**config.mk**
```make
export PLATFORM = sky130hd
export DESIGN_NAME = sdram_burst_colgen
export DESIGN_NICKNAME = d
export VERILOG_FILES = /design/src/rtl/colgen_pkg.sv /design/src/rtl/colgen_len_decode.sv /design/src/rtl/colgen_order.sv /design/src/rtl/colgen_beat_ctr.sv /design/src/rtl/sdram_burst_colgen.sv
export SDC_FILE = /design/constraint.sdc
export NUM_CORES = 1
export LEC_CHECK = 0
export BUFFER_PORTS_ARGS = -buffer_cell sky130_fd_sc_hd__buf_2
export CORE_UTILIZATION = 30
export CTS_CLUSTER_DIAMETER = 30
export DETAILED_ROUTE_END_ITERATION = 8
export HOLD_SLACK_MARGIN = 0.03
export PLACE_DENSITY = 0.46
export SETUP_SLACK_MARGIN = 0.05
export SLEW_MARGIN = 20
export SYNTH_ARGS = -nofsm -noshare
export SYNTH_HDL_FRONTEND = slang
export SYNTH_HIERARCHICAL = 1
export SYNTH_SLANG_ARGS = --single-unit
export TNS_END_PERCENT = 5
```
**constraint.sdc**
```tcl
create_clock -name clk -period 3.37 [get_ports clk]
set_clock_uncertainty 0.2 [all_clocks]
set_input_delay 0.8425 -clock clk [delete_from_list [all_inputs] [get_ports clk]]
set_output_delay 0.8425 -clock clk [all_outputs]
set_load 0.02 [all_outputs]
```
**src/rtl/colgen_pkg.sv**
```systemverilog
package colgen_pkg;
   typedef enum logic [2:0] {
      LEN_1    = 3'd0,
      LEN_2    = 3'd1,
      LEN_4    = 3'd2,
      LEN_8    = 3'd3,
      LEN_PAGE = 3'd7
   } len_code_e;
endpackage

```
**src/rtl/colgen_len_decode.sv**
```systemverilog
module colgen_len_decode #(
   parameter int COL_W = 9
) (
   input  logic [2:0]       len_code,
   output logic [COL_W-1:0] wrap_mask,
   output logic             page
);
   import colgen_pkg::*;

   always_comb begin
      page      = 1'b0;
      wrap_mask = '0;
      case (len_code)
         LEN_2:    wrap_mask = COL_W'(1);
         LEN_4:    wrap_mask = COL_W'(3);
         LEN_8:    wrap_mask = COL_W'(7);
         LEN_PAGE: begin
            wrap_mask = '1;
            page      = 1'b1;
         end
         default:  wrap_mask = '0;
      endcase
   end
endmodule

```
**src/rtl/colgen_order.sv**
```systemverilog
module colgen_order #(
   parameter int COL_W         = 9,
   parameter bit INTERLEAVE_EN = 1'b1
) (
   input  logic [COL_W-1:0] base,
   input  logic [COL_W-1:0] count,
   input  logic [COL_W-1:0] wrap_mask,
   input  logic             ilv,
   output logic [COL_W-1:0] col
);
   logic [COL_W-1:0] moved;

   generate
      if (INTERLEAVE_EN) begin : g_both_orders
         assign moved = ilv ? (base ^ count) : (base + count);
      end else begin : g_linear_only
         logic unused_ilv;
         assign unused_ilv = ilv;
         assign moved      = base + count;
      end
   endgenerate

   assign col = (base & ~wrap_mask) | (moved & wrap_mask);
endmodule

```
**src/rtl/colgen_beat_ctr.sv**
```systemverilog
module colgen_beat_ctr #(
   parameter int COL_W = 9
) (
   input  logic             clk,
   input  logic             rst_n,
   input  logic             load,
   input  logic             term,
   input  logic             page,
   input  logic [COL_W-1:0] last_idx,
   output logic [COL_W-1:0] count,
   output logic             active
);
   logic at_end;
   assign at_end = !page && (count == last_idx);

   always_ff @(posedge clk or negedge rst_n) begin
      if (!rst_n) begin
         count  <= '0;
         active <= 1'b0;
      end else if (load) begin
         count  <= '0;
         active <= 1'b1;
      end else if (active) begin
         if (term || at_end) active <= 1'b0;
         else                count  <= count + COL_W'(1);
      end
   end
endmodule

```
**src/rtl/sdram_burst_colgen.sv**
```systemverilog
module sdram_burst_colgen #(
   parameter int COL_W         = 9,
   parameter bit INTERLEAVE_EN = 1'b1
) (
   input  logic             clk,
   input  logic             rst_n,
   input  logic             cmd_valid,
   input  logic [COL_W-1:0] start_col,
   input  logic [2:0]       burst_len,
   input  logic             interleave,
   input  logic             term,
   output logic [COL_W-1:0] col,
   output logic             beat_valid,
   output logic             last_beat
);
   localparam int MAX_FIXED = 8;
   localparam int MIN_COL_W = $clog2(MAX_FIXED) + 1;

   generate
      if (COL_W < MIN_COL_W) begin : g_bad_width
         $error("sdram_burst_colgen: COL_W must be at least %0d", MIN_COL_W);
      end
   endgenerate

   logic [COL_W-1:0] dec_mask;
   logic             dec_page;
   logic [COL_W-1:0] start_q, mask_q, count;
   logic             page_q, ilv_q, active;

   colgen_len_decode #(.COL_W(COL_W)) u_dec (
      .len_code (burst_len),
      .wrap_mask(dec_mask),
      .page     (dec_page)
   );

   always_ff @(posedge clk or negedge rst_n) begin
      if (!rst_n) begin
         start_q <= '0;
         mask_q  <= '0;
         page_q  <= 1'b0;
         ilv_q   <= 1'b0;
      end else if (cmd_valid) begin
         start_q <= start_col;
         mask_q  <= dec_mask;
         page_q  <= dec_page;
         ilv_q   <= interleave & ~dec_page;
      end
   end

   colgen_beat_ctr #(.COL_W(COL_W)) u_ctr (
      .clk     (clk),
      .rst_n   (rst_n),
      .load    (cmd_valid),
      .term    (term),
      .page    (page_q),
      .last_idx(mask_q),
      .count   (count),
      .active  (active)
   );

   colgen_order #(.COL_W(COL_W), .INTERLEAVE_EN(INTERLEAVE_EN)) u_ord (
      .base     (start_q),
      .count    (count),
      .wrap_mask(mask_q),
      .ilv      (ilv_q),
      .col      (col)
   );

   assign beat_valid = active;
   assign last_beat  = active && !page_q && (count == mask_q);
endmodule

```
**Yosys cells after proc, flatten, opt, wreduce, memory -nomap -nowiden**

Cells that the tools add are included.
Widths: inputs -> output; s select.

- $add $sub $neg: 2
- Eq/ne operators: 6
- Mux-type cells: 9
- Bitwise logic cells: 7
- Reductions and logical operators: 7

Operator list:

| operator | count |
|---|---|
| $mux 9 | 4 |
| $pmux 9 s4 | 1 |
| $and 9x9->9 | 2 |
| $add 9x1->9 const B | 1 |
| $add 9x9->9 | 1 |
| $eq 9x9->1 | 1 |
| $not 9->9 | 1 |
| $or 9x9->9 | 1 |
| $xor 9x9->9 | 1 |
| $eq 3x2->1 const B | 2 |
| $mux 1 | 4 |
| $eq 3x1->1 const B | 1 |
| $eq 3x3->1 const B | 1 |
| $logic_and 1x1->1 | 3 |
| $ne 2x2->1 const B | 1 |
| $reduce_and 2->1 | 1 |
| $reduce_bool 2->1 | 1 |
| $and 1x1->1 | 1 |
| $logic_not 1->1 | 1 |
| $logic_or 1x1->1 | 1 |
| $not 1->1 | 1 |

- Register bits: 30
- Output and inout port bits: 11
- Word-level logic and storage cells: 37

**Depth between registers and ports, before layout**

- Word-level depth: 6
- Depth in mapped cells: 8
- Depth with buffers taken out: 8

**Modules after synthesis**

Netlist, hierarchy kept.

Modules (own cells, without submodules):

| module | instances | cells an instance | area an instance (µm²) | seq. area each (µm²) |
|---|---|---|---|---|
| sdram_burst_colgen | 1 | 57 | 924.6 | 500.5 |
| colgen_beat_ctr | 1 | 66 | 651.9 | 250.2 |
| colgen_order | 1 | 67 | 519.2 | 0.0 |
| colgen_len_decode | 1 | 12 | 83.8 | 0.0 |

**Worst setup path before layout**

No wires, ideal clock.

- Path type: reg-to-output
- Start: register u_ctr.count[0]
- End: output port col[8]
- Arrival time: 2.168 ns
- Required time: 2.328 ns
- Path slack: 0.159 ns
- Cell stages (with the launch flop): 9
- Buffers on the path: 0
- Path through: dfrtp_1 > ha_1 > inv_1 > fa_1 > nand2b_1 > a211oi_2 > a21oi_1 > o211ai_1 > xor2_1

- Cells in the longest elaborated chain, start to end: 4

Ends and longest elaborated chain:

| item | RTL line | RTL |
|---|---|---|
| from (decl) | colgen_beat_ctr.sv:10 | `output logic [COL_W-1:0] count,` |
| from (signal assigned) | colgen_beat_ctr.sv:25 | `else count <= count + COL_W'(1);` |
| $add 9x9->9 | colgen_order.sv:15 | `assign moved = ilv ? (base ^ count) : (base + count);` |
| $mux 9 | colgen_order.sv:15 |  |
| $and 9x9->9 | colgen_order.sv:23 | `assign col = (base & ~wrap_mask) \| (moved & wrap_mask);` |
| $or 9x9->9 | colgen_order.sv:23 |  |
| to (decl) | sdram_burst_colgen.sv:12 | `output logic [COL_W-1:0] col,` |

Every way passes these cells.

**Worst setup path after layout**

- Start: register start_q[0]
- End: output port col[6]

- Cells in the longest elaborated chain, start to end: 4

Ends and longest elaborated chain:

| item | RTL line | RTL |
|---|---|---|
| from (decl) | sdram_burst_colgen.sv:27 | `logic [COL_W-1:0] start_q, mask_q, count;` |
| from (signal assigned) | sdram_burst_colgen.sv:43 | `start_q <= start_col;` |
| $add 9x9->9 | colgen_order.sv:15 |  |
| $mux 9 | colgen_order.sv:15 |  |
| $and 9x9->9 | colgen_order.sv:23 |  |
| $or 9x9->9 | colgen_order.sv:23 |  |

Every way passes these cells.

==> impl_metrics.tcl <==
set metrics [dict create \
    numCtsBuffers 5 \
    dp_hpwl_um 3440 \
    cts_sinks 30 \
    drive_above_1_share_pct 36.6 \
    grt_pass1_wl_um 7900 \
    worstSetupPathType "reg2out" \
    dieArea_um2 7610 \
    grt_antenna_before_repair 0 \
    viasPerCell 4.64 \
    crit_family "adder cells" \
    hold_class "reg2reg" \
    ys.flop_type "dfrtp_1" \
    antenna_cells 0 \
    drt-total-wl_um 4780 \
    synth_warnings 6 \
    cp_slowest_cell "dfrtp_1" \
    yosysTopAreaCell "dfrtp_1" \
    fin_nets 262 \
    ctsHtreeMaxLevel 2 \
    p_per_area_nw_per_um2 373 \
    synth-async-reset-ratio_pct 100 \
    ys_seq_elements 30 \
    yosys-top-cells-count "30 x dfrtp_1, 22 x xnor2_1, 20 x mux2_4, 13 x a21oi_1, 11 x nor2_1" \
    setup_viol_count_final 0 \
    total_power_uw 939 \
    crit_chain "ha_2 -> inv_2 -> fa_2 -> nand2b_4 -> a211oi_2 -> buf_4 -> a31oi_1 -> xnor2_1 -> mux2_2 -> buf_6" \
    ant_nets 0 \
    vias 1536 \
    whs_endpoint "start_q[8]" \
    synth_edf_count 0 \
    overflow 0 \
    fin_crit_ns 3.36 \
    cp.depth 10 \
    reg2reg_depth 6 \
    min_from "start_q[8]" \
    clock_path_buffers 2 \
    status "completed" \
    first_iter_violations 51 \
    track_usage_pct 14.1 \
    timing.rr.end "u_ctr/count[0]" \
    critPathMaxStageDelay_ns 0.36 \
    worstMarginPinSlew_ns 0.771 \
    peakVddDrop_mv 0.207 \
    hold_slack_ns 0.335 \
    grt_max_degree 31 \
    power_frac_seq_pct 44.3 \
    grt_pass1_vias 1547 \
    cts_tree "done" \
    arrival_ns 2.32 \
    syn_area_per_cell_um2 10.8 \
    gp_congestion 0.749 \
    end_kind "output port" \
    finalHoldViolCount 0 \
    syn_area_um2 2180 \
    whs_path_depth 1 \
    drv_slew 0 \
    power_frac_clock_pct 29.7 \
    timing.final.crit_share_pct 99.8 \
    p_switching_uw 290 \
    r2r_setup_slack_ns 1.05 \
    start_kind "register" \
    crit_buf_inv 3 \
    routedWlPerCell_um 14.4 \
    die_h_um 87.2 \
    yosysMostFrequentCell "dfrtp_1" \
    drc 0 \
    cts-root-buf "clkbuf_8" \
    critPathRequiredTime_ns 2.33 \
    yosys-top-cells-area "dfrtp_1 34%, mux2_4 14%, xnor2_1 8.8%" \
    comb_power_share_pct 26.0 \
    intPower_uw 649 \
    grt_setup_unrepaired "yes" \
    initial_core_util_pct 31.6 \
    ios 28 \
    slew_headroom_pct 48.6 \
    syn_to_final_growth_pct 15.4 \
    clkTransAtPathRegs_ns 0.07 \
    yosysUniqueCellTypes 45 \
    rr_startpoint "u_ctr/count[2]" \
    synth_top_area_share_pct 34.4 \
    clk_latency_ns 0.28 \
    rows 30 \
    fillers 727 \
    syn_inst 202 \
    die_x_um 87.2 \
    numPortBuffers 27 \
    swShare_pct 30.8 \
    drv_cap 0 \
    core_um2 6910 \
    p_leak_uw 0.00109 \
    fmax_ghz 0.297 \
    synth_nets 229 \
    firstDrtPassIters 4 \
    ys_seq_area_share_pct 34.4 \
    cp_max_fo 4 \
]
==> kinds of logic (layout without fill, tap and decap cells) <==
group           Yosys count  count (layout)  synth area share (%)
compound gates           39              39                  11.9
buf+inv                  20              53                  6.03
mux                      24              24                  15.8
xor+xnor                 25              25                  10.4
flops                    30              30                  34.4
simple gates             54              54                  15.3
fa+ha+maj                10              10                  6.09
==> cell type report <==
class / instances / area (um2) / share of cell area, %
clock buffers: 7 / 76.3 / 3.03
multi-input cells: 152 / 1310 / 52.1
well taps: 96 / 120 / 4.78
repair buffers: 38 / 226 / 9.00
inverters: 8 / 30.0 / 1.19
flip-flops and latches: 30 / 752 / 29.9
==> state kept, by name, indices dropped and copies added, names as in the netlist <==
name and count:
page_q 1, u_ctr/active 1, mask_q 9, ilv_q 1
start_q 9, u_ctr/count 9
==> per-stage QoR <==
step	util (%)	instances	setup slack (ns)	cell area, um2	TNS (ns)
after floorplan	-	202	0.159	2180	0
after global placement	34.7	321	0.209	2390	0
after detailed placement	34.7	321	0.164	2390	0
after CTS	36.3	330	-0.0214	2500	-0.0237
after global routing	36.4	331	-0.101	2510	-0.177
final	36.4	331	0.00671	2510	0
==> per-layer routing <==
metal / global-route usage (%) / part of all wire (%)
met5: 0 / 0
met4: 4.02 / 1.1
met3: 3.41 / 3.4
met2: 22.3 / 44
met1: 19.0 / 51
==> worst reg2reg max path, stage by stage, from the launching register on <==
cell	delay (ns)
dfrtp_1	0.41
buf_4	0.17
xnor2_1	0.19
nand4_2	0.15
nor4_4	0.64
nor2_2	0.12
mux2_4	0.33
==> what timing repair did <==
| item | in CTS | in global routing |
|---|---|---|
| setup endpoints to repair | 2 | 4 |
| pin swaps | 2 | 4 |
| gates resized for setup | 6 | 2 |
| buffers inserted | 2 | 1 |
| hold buffers | 0 | 0 |
==> placed cells by master, fill, tap and decap left out, types with 2 or more instances in the layout <==
master	n
dfrtp_1	29
buf_2	25
xnor2_1	22
mux2_4	20
a21oi_1	13
buf_4	12
nor2_1	11
o21ai_0	10
ha_1	8
inv_1	7
nand4_1	6
nand2_1	6
nand3b_1	5
clkbuf_8	5
mux2_2	4
or3_1	4
o31ai_1	3
or4_1	3
nand3_1	3
a211oi_2	3
clkbuf_1	2
xor2_1	2
nor2b_1	2
and3_2	2
a31oi_1	2
==> how the worst max path moves through the flow <==
stage	startpoint	endpoint	slack [ns]
2_1_floorplan	u_ctr/count[0]	col[8]	0.16
3_3_place_gp	start_q[0]	col[6]	0.21
3_5_place_dp	start_q[0]	col[6]	0.16
4_1_cts	start_q[0]	col[6]	-0.02
5_1_grt	start_q[0]	col[8]	-0.10
6_report	start_q[0]	col[6]	0.007
==> power groups by stage <==
stage / clock network [uW] / logic, uW / registers, uW
6_report: 279 / 244 / 416
4_1_cts: 292 / 246 / 417
3_5_place_dp: 0 / 236 / 424
3_3_place_gp: 0 / 235 / 423
5_1_grt: 303 / 270 / 421
2_1_floorplan: 0 / 180 / 416
Note: power is estimated with default switching activity, not from simulation.
